## src/rtl/led_enc_pkg.sv

```systemverilog
package led_enc_pkg;

    // Byte arrangement codes; code 3 falls back to the first arrangement.
    typedef enum logic [1:0] {
        ORD_GRB = 2'd0,
        ORD_RGB = 2'd1,
        ORD_BGR = 2'd2,
        ORD_DEF = 2'd3
    } byte_order_e;

    typedef enum logic [2:0] {
        S_IDLE   = 3'd0,
        S_LOW_A  = 3'd1,
        S_HIGH_A = 3'd2,
        S_HIGH_B = 3'd3,
        S_LOW_B  = 3'd4,
        S_WAIT   = 3'd5,
        S_RESET  = 3'd6
    } enc_state_e;

    localparam int STEP_NS = 50;

endpackage

```

## src/rtl/led_step_tick.sv

```systemverilog
// Divides the core clock down to the 50 ns step rate; restarts whenever
// the sequencer is parked so the first step of a burst is full length.
module led_step_tick #(
    parameter int STEP_CYC = 1
) (
    input  logic clk,
    input  logic rst_n,
    input  logic run,
    output logic tick
);
    localparam int PW = $clog2(STEP_CYC + 1);
    localparam logic [PW-1:0] TOP = PW'(STEP_CYC - 1);

    logic [PW-1:0] pre_q;

    always_ff @(posedge clk or negedge rst_n) begin
        if (!rst_n) begin
            pre_q <= '0;
        end else if (!run || pre_q == TOP) begin
            pre_q <= '0;
        end else begin
            pre_q <= pre_q + 1'b1;
        end
    end

    assign tick = run && (pre_q == TOP);


    step_wrap_chk: assert property (@(posedge clk) disable iff (!rst_n)
        (run && pre_q == TOP) |=> (pre_q == '0));

endmodule

```

## src/rtl/led_phase_cnt.sv

```systemverilog
// Down-counter measuring one waveform phase in steps.
module led_phase_cnt #(
    parameter int W = 8
) (
    input  logic         clk,
    input  logic         rst_n,
    input  logic         tick,
    input  logic         load,
    input  logic [W-1:0] load_val,
    output logic         expire
);
    logic [W-1:0] cnt_q;

    always_ff @(posedge clk or negedge rst_n) begin
        if (!rst_n) begin
            cnt_q <= '0;
        end else if (load) begin
            cnt_q <= load_val;
        end else if (tick && cnt_q != '0) begin
            cnt_q <= cnt_q - 1'b1;
        end
    end

    assign expire = tick && (cnt_q == '0);

endmodule

```

## src/rtl/led_word_pack.sv

```systemverilog
// Arranges the colour bytes into a left-aligned transmit word.
module led_word_pack
    import led_enc_pkg::*;
(
    input  logic [1:0]  order,
    input  logic        rgbw,
    input  logic [7:0]  red,
    input  logic [7:0]  green,
    input  logic [7:0]  blue,
    input  logic [7:0]  white,
    output logic [31:0] word
);
    logic [7:0] low_byte;

    always_comb begin
        low_byte = rgbw ? white : 8'h00;
        case (byte_order_e'(order))
            ORD_RGB: word = {red, green, blue, low_byte};
            ORD_BGR: word = {blue, green, red, low_byte};
            default: word = {green, red, blue, low_byte};
        endcase
    end

endmodule

```

## src/rtl/led_wave_encoder.sv

```systemverilog
module led_wave_encoder #(
    parameter int STEP_CYC    = 1,
    parameter int T0H_NS      = 350,
    parameter int T0L_NS      = 800,
    parameter int T1H_NS      = 900,
    parameter int T1L_NS      = 350,
    parameter int RESET_STEPS = 1600
) (
    input  logic       clk,
    input  logic       rst_n,
    input  logic [1:0] cfg_order,
    input  logic       cfg_rgbw,
    input  logic       in_valid,
    output logic       in_ready,
    input  logic [7:0] in_red,
    input  logic [7:0] in_green,
    input  logic [7:0] in_blue,
    input  logic [7:0] in_white,
    input  logic       in_last,
    output logic       led_dout,
    output logic       busy,
    output logic       frame_done
);
    import led_enc_pkg::*;

    // Phase lengths in steps
    localparam int ST_T1L = T1L_NS / STEP_NS;
    localparam int ST_T0H = T0H_NS / STEP_NS;
    localparam int ST_X1  = T1H_NS / STEP_NS - ST_T0H;
    localparam int ST_X0  = T0L_NS / STEP_NS - ST_T1L;
    localparam int MAX_A  = (ST_T1L > ST_T0H) ? ST_T1L : ST_T0H;
    localparam int MAX_B  = (ST_X1 > ST_X0) ? ST_X1 : ST_X0;
    localparam int MAX_C  = (MAX_A > MAX_B) ? MAX_A : MAX_B;
    localparam int CNT_MX = (MAX_C > RESET_STEPS) ? MAX_C : RESET_STEPS;
    localparam int CNT_W  = $clog2(CNT_MX + 1);

    localparam logic [CNT_W-1:0] LD_T1L = CNT_W'(ST_T1L - 1);
    localparam logic [CNT_W-1:0] LD_T0H = CNT_W'(ST_T0H - 1);
    localparam logic [CNT_W-1:0] LD_X1  = CNT_W'(ST_X1 - 1);
    localparam logic [CNT_W-1:0] LD_X0  = CNT_W'(ST_X0 - 1);
    localparam logic [CNT_W-1:0] LD_RST = CNT_W'(RESET_STEPS - 1);

    // Elaboration-time legality of the timing set
    if (T0H_NS < 50 || T0H_NS > 850) begin : g_bad_t0h
        $error("T0H_NS must lie in 50..850");
    end
    if (T1L_NS < 100 || T1L_NS > 1700) begin : g_bad_t1l
        $error("T1L_NS must lie in 100..1700");
    end
    if (T0L_NS < T1L_NS + 50 || T0L_NS > T1L_NS + 850) begin : g_bad_t0l
        $error("T0L_NS must lie in T1L_NS+50..T1L_NS+850");
    end
    if (T1H_NS < T0H_NS + 100 || T1H_NS > T0H_NS + 1700) begin : g_bad_t1h
        $error("T1H_NS must lie in T0H_NS+100..T0H_NS+1700");
    end
    if (RESET_STEPS < 1 || STEP_CYC < 1) begin : g_bad_misc
        $error("RESET_STEPS and STEP_CYC must be at least 1");
    end

    enc_state_e       state_q, state_d;
    logic [31:0]      shreg_q;
    logic [5:0]       bits_q;
    logic             last_q;
    logic             done_q;
    logic [31:0]      packed_word;
    logic             run, tick;
    logic             pt_load, pt_expire;
    logic [CNT_W-1:0] pt_val;
    logic             shift_en;
    logic             word_end;
    logic             take;

    led_word_pack u_pack (
        .order (cfg_order),
        .rgbw  (cfg_rgbw),
        .red   (in_red),
        .green (in_green),
        .blue  (in_blue),
        .white (in_white),
        .word  (packed_word)
    );

    assign run = (state_q != S_IDLE) && (state_q != S_WAIT);

    led_step_tick #(.STEP_CYC(STEP_CYC)) u_tick (
        .clk   (clk),
        .rst_n (rst_n),
        .run   (run),
        .tick  (tick)
    );

    led_phase_cnt #(.W(CNT_W)) u_phase (
        .clk      (clk),
        .rst_n    (rst_n),
        .tick     (tick),
        .load     (pt_load),
        .load_val (pt_val),
        .expire   (pt_expire)
    );

    // State register
    always_ff @(posedge clk or negedge rst_n) begin
        if (!rst_n) begin
            state_q <= S_IDLE;
        end else begin
            state_q <= state_d;
        end
    end

    // Next-state and phase-load decode
    always_comb begin
        state_d  = state_q;
        pt_load  = 1'b0;
        pt_val   = '0;
        shift_en = 1'b0;
        unique case (state_q)
            S_IDLE, S_WAIT: begin
                if (in_valid) begin
                    state_d = S_LOW_A;
                    pt_load = 1'b1;
                    pt_val  = LD_T1L;
                end
            end
            S_LOW_A: begin
                if (pt_expire) begin
                    state_d = S_HIGH_A;
                    pt_load = 1'b1;
                    pt_val  = LD_T0H;
                end
            end
            S_HIGH_A: begin
                if (pt_expire) begin
                    pt_load = 1'b1;
                    if (shreg_q[31]) begin
                        state_d = S_HIGH_B;
                        pt_val  = LD_X1;
                    end else begin
                        state_d = S_LOW_B;
                        pt_val  = LD_X0;
                    end
                end
            end
            S_HIGH_B, S_LOW_B: begin
                if (pt_expire) begin
                    pt_load = 1'b1;
                    if (bits_q > 6'd1) begin
                        shift_en = 1'b1;
                        state_d  = S_LOW_A;
                        pt_val   = LD_T1L;
                    end else if (last_q) begin
                        state_d = S_RESET;
                        pt_val  = LD_RST;
                    end else if (in_valid) begin
                        state_d = S_LOW_A;
                        pt_val  = LD_T1L;
                    end else begin
                        state_d = S_WAIT;
                        pt_load = 1'b0;
                    end
                end
            end
            S_RESET: begin
                if (pt_expire) begin
                    state_d = S_IDLE;
                end
            end
            default: state_d = S_IDLE;
        endcase
    end

    assign word_end = ((state_q == S_HIGH_B) || (state_q == S_LOW_B))
                      && pt_expire && (bits_q == 6'd1);
    assign take     = in_valid && in_ready;

    // Word shifter and frame bookkeeping
    always_ff @(posedge clk or negedge rst_n) begin
        if (!rst_n) begin
            shreg_q <= '0;
            bits_q  <= '0;
            last_q  <= 1'b0;
            done_q  <= 1'b0;
        end else begin
            done_q <= (state_q == S_RESET) && pt_expire;
            if (take) begin
                shreg_q <= packed_word;
                bits_q  <= cfg_rgbw ? 6'd32 : 6'd24;
                last_q  <= in_last;
            end else if (shift_en) begin
                shreg_q <= {shreg_q[30:0], 1'b0};
                bits_q  <= bits_q - 6'd1;
            end
        end
    end

    // Outputs
    always_comb begin
        led_dout   = (state_q == S_HIGH_A) || (state_q == S_HIGH_B);
        busy       = (state_q != S_IDLE);
        in_ready   = (state_q == S_IDLE) || (state_q == S_WAIT)
                     || (word_end && !last_q);
        frame_done = done_q;
    end


    done_idle_chk: assert property (@(posedge clk) disable iff (!rst_n)
        frame_done |-> !busy);


    done_single_chk: assert property (@(posedge clk) disable iff (!rst_n)
        frame_done |=> !frame_done);


    reset_block_chk: assert property (@(posedge clk) disable iff (!rst_n)
        (state_q == S_RESET) |-> !in_ready);


    wait_line_chk: assert property (@(posedge clk) disable iff (!rst_n)
        (state_q == S_WAIT) |-> (!led_dout && in_ready && busy));


    rise_after_low_chk: assert property (@(posedge clk) disable iff (!rst_n)
        $rose(led_dout) |-> ($past(state_q) == S_LOW_A));


    bits_bound_chk: assert property (@(posedge clk) disable iff (!rst_n)
        busy |-> (bits_q <= 6'd32));

endmodule

```

## config.mk

```make
export PLATFORM = sky130hd
export DESIGN_NAME = led_wave_encoder
export DESIGN_NICKNAME = d
export VERILOG_FILES = /design/src/rtl/led_enc_pkg.sv /design/src/rtl/led_step_tick.sv /design/src/rtl/led_phase_cnt.sv /design/src/rtl/led_word_pack.sv /design/src/rtl/led_wave_encoder.sv
export SDC_FILE = /design/constraint.sdc
export NUM_CORES = 1
export LEC_CHECK = 0
export ABC_AREA = 1
export BUFFER_PORTS_ARGS = -buffer_cell sky130_fd_sc_hd__clkbuf_2
export CAP_MARGIN = 20
export CORE_MARGIN = 4
export CORE_UTILIZATION = 40
export DETAILED_ROUTE_END_ITERATION = 6
export PLACE_DENSITY = 0.68
export RECOVER_POWER = 50
export SLEW_MARGIN = 20
export SYNTH_ARGS = -nofsm -noshare
export SYNTH_HDL_FRONTEND = slang
export SYNTH_SLANG_ARGS = --single-unit
export TNS_END_PERCENT = 30
```

## constraint.sdc

```tcl
create_clock -name clk -period 2.67 [get_ports clk]
set_clock_uncertainty 0.2 [all_clocks]
set_input_delay 0 -clock clk [delete_from_list [all_inputs] [get_ports clk]]
set_output_delay 0 -clock clk [all_outputs]
set_load 0.01 [all_outputs]
```

==> metrics <==
worst skew pair latency=~300 ps; fillers=a little over 800; global route overflow=0; Setup CP Type=flop to flop; Synth warnings=0; Startpoint Class=flop; Die H=a little over 100 um; Max Clk Rate=431 MHz; Core Region=between 8000 and 9000 sq um; global-route wire length before repair=approximately 16 mm; area delta synth->final=24.7%; CTS sink count=55; vias per inst=5.20; IO Port Bufs=42; gpl congestion=about 0.95; post-CTS resize count=0; GR Util All Layers=0.187; H-tree levels=2; Finished Core Util=0.516; CTS clock-pin slew for the worst setup and hold paths=around 100 ps; outcome=completed; final WL=between 9 and 10 mm; RSZ-0062 raised after global routing=no; Worst VDD drop=about 400 uV; Starting DRT DRC Count=between 300 and 400; # rows=34; register area share after synthesis=0.378; ANT nets after route=0; crit-path leading delay family=simple AND/OR/NAND/NOR gates; post-synth top area share=0.378; CP Depth=10; Reg2Reg Depth=10; Worst Setup End Kind=flop; Die X=roughly 100 um; P_leak=about 2.4 nW; DR DRC count=0; largest net degree at the start of global routing=44; starting density of the core=0.414; final hold slack=about 62 ps; # setup viols final=0; top cells by area, synth=dfrtp_1 (38%), nand2_1 (14%), nand3_1 (12%); vias=3,677; Max clock buf depth=2; Post-Syn Area=between 3000 and 4000 sq um; crit-path cells=inv_1, ha_1, nand3_1, nor2_1, nand4_2, nand2_4, nand2_4, inv_4, nand2_1, nand3_1; setup TNS=0 ps; Netlist cell types=a little over 40; CTS tree=built; DR pass1 iterations=7; Root Buffer=clkbuf_8; Ports=43; hold path depth=7; Synth area leader=dfrtp_1; Buffers & Inverters on Critical Path=2; worst-margin pin slew=~1100 ps; final net count=between 600 and 700; initial antenna violation count=0; CP arrival=about 2400 ps; #FFs+latches synth=55; CTS Buf Count=5; Gate Count Post-Synth=between 500 and 600; fin crit period=2320 ps; final period utilization=0.869; Avg Inst Size Synth=slightly above 7 sq um; Slew HR=0.290; FFs w/ async S/R, synth=1.00; Final Max Tran Viols=0; Synth Flop Type=dfrtp_1; Max FO, Critical Path=34; layout cells sized above 1=0.134; Hold Crit Class=input pin to flop; EDFF count, synth=0; Req. time, crit path=2720 ps; Final Hold Vio Count=0; number of max-cap violations=0; syn nets=555; DIE AREA=10,700 sq um; CP max stage delay=about 430 ps; drt wl/cell=between 10 and 15 um; ANT cells=0; post-DP HPWL=around 6.5 mm; CP max-delay cell=dfrtp_1; vias in the first global route=3,487; pwr dens=roughly 860 nW/um^2
==> cell usage after synthesis (2+ instances only) <==
cell and n:
ha_1 6, clkbuf_1 5, nor2_1 49, nand4_1 6, inv_2 4, nand2_1 139
buf_2 7, a21oi_1 5, buf_4 2, o21ai_1 3, nand3b_1 3, nor3_1 7
xnor2_1 3, a211oi_1 2, inv_1 54, or2_2 2, xor2_1 6, nand2_4 5
nor2_2 2, nand3_1 84, o22ai_1 8, nor2_4 2, a221oi_1 5, dfrtp_1 55
nand3_2 2, o21ai_0 23, o221ai_1 3, buf_6 5
==> path summary, 6_finish.rpt <==
check / startpoint / slack [ps] / endpoint
setup / recovery: u_phase.cnt_q[1]$_DFFE_PN0P_ / 350 / shreg_q[12]$_DFFE_PN0P_
hold / removal: in_red[2] / 60 / shreg_q[26]$_DFFE_PN0P_
setup reg to reg: u_phase.cnt_q[1]$_DFFE_PN0P_ / 350 / shreg_q[12]$_DFFE_PN0P_
hold reg to reg: shreg_q[7]$_DFFE_PN0P_ / 300 / shreg_q[8]$_DFFE_PN0P_
max in group asynchronous: rst_n / 1260 / bits_q[3]$_DFFE_PN0P_
min in group asynchronous: rst_n / 350 / shreg_q[13]$_DFFE_PN0P_
==> per-stage QoR <==
| step | cells | total power, mW | cell area (sq um) | setup slack, ps |
|---|---|---|---|---|
| detailed placement | 648 | 3.26 | 3920 | 399 |
| CTS | 707 | 3.91 | 4550 | 367 |
| global route | 707 | 4.26 | 4540 | 89.6 |
| finish | 707 | 3.90 | 4540 | 349 |
| floorplan | 510 | 2.85 | 3640 | 732 |
| global placement | 648 | 3.20 | 3920 | 411 |
==> power by group <==
part	internal [mW]	switching [mW]
Clock	0.304	0.273
Sequential	1.17	0.256
Combinational	0.722	1.17
Total	2.20	1.70
==> worst register-to-register path, delay by kind of cell (launching register included) <==
family / cells / cell delay, ps
simple gates: 7 / 1090
flops: 1 / 430
buf+inv: 2 / 400
fa+ha+maj: 1 / 170
==> layer usage <==
| layer | up-vias | share of wire | wire (um) | global-route usage |
|---|---|---|---|---|
| met4 | 0 | 0.0050 | 47 | 0.0339 |
| met5 | - | 0 | 0 | 0 |
| met1 | 1706 | 0.45 | 4210 | 0.253 |
| met3 | 4 | 0.069 | 653 | 0.0295 |
| met2 | 140 | 0.48 | 4510 | 0.318 |
| li1 | 1827 | - | - | - |
==> timing repair <==
| item | in CTS | in global routing |
|---|---|---|
| hold buffers | 51 | 0 |
| buffers inserted | 0 | 0 |
| endpoints found under the hold margin | 90 | 0 |
==> layout by cell type, fill, tap and decap left out, types with 3 or more instances in the layout <==
| master | n |
|---|---|
| nand4_1 | 6 |
| nand2_4 | 5 |
| buf_4 | 7 |
| a221oi_1 | 5 |
| inv_1 | 55 |
| xor2_1 | 6 |
| xnor2_1 | 3 |
| clkbuf_8 | 6 |
| inv_2 | 3 |
| dlygate4sd3_1 | 51 |
| nor2_1 | 49 |
| nand2_1 | 139 |
| nand3b_1 | 3 |
| o221ai_1 | 3 |
| ha_1 | 6 |
| dfrtp_1 | 55 |
| o21ai_1 | 3 |
| o22ai_1 | 8 |
| clkbuf_2 | 41 |
| nand3_1 | 84 |
| o21ai_0 | 23 |
| nor3_1 | 7 |
| a21oi_1 | 5 |
==> area by class of cell <==
cell class	instances	area (sq um)	area share
tap	108	135	0.0297
clock buffer	6	82.6	0.0182
inverter	60	228	0.0501
sequential	55	1380	0.303
clock inverter	2	35.0	0.00771
timing repair buffer	101	776	0.171
multi-input combinational	375	1910	0.421
==> flip-flops by register name, indices dropped and copies added, names as in the netlist <==
register / flops
last_q: 1
u_tick.pre_q: 1
shreg_q: 32
frame_done: 1
bits_q: 6
state_q: 3
u_phase.cnt_q: 11
==> logic make-up (layout without fill, tap and decap cells) <==
kind of cell / Yosys count / count (layout) / share of synthesized area
AOI/OAI and AO/OA: 51 / 51 / 0.0865
xor gates and xnor gates: 9 / 9 / 0.0216
other: 1 / 1 / 0.00103
and+or+nand+nor: 308 / 308 / 0.395
buffers and inverters: 80 / 169 / 0.0978
DFF: 55 / 55 / 0.378
adders and majority gates: 6 / 6 / 0.0206
No activity file was read; power rests on OpenSTA's default activity.
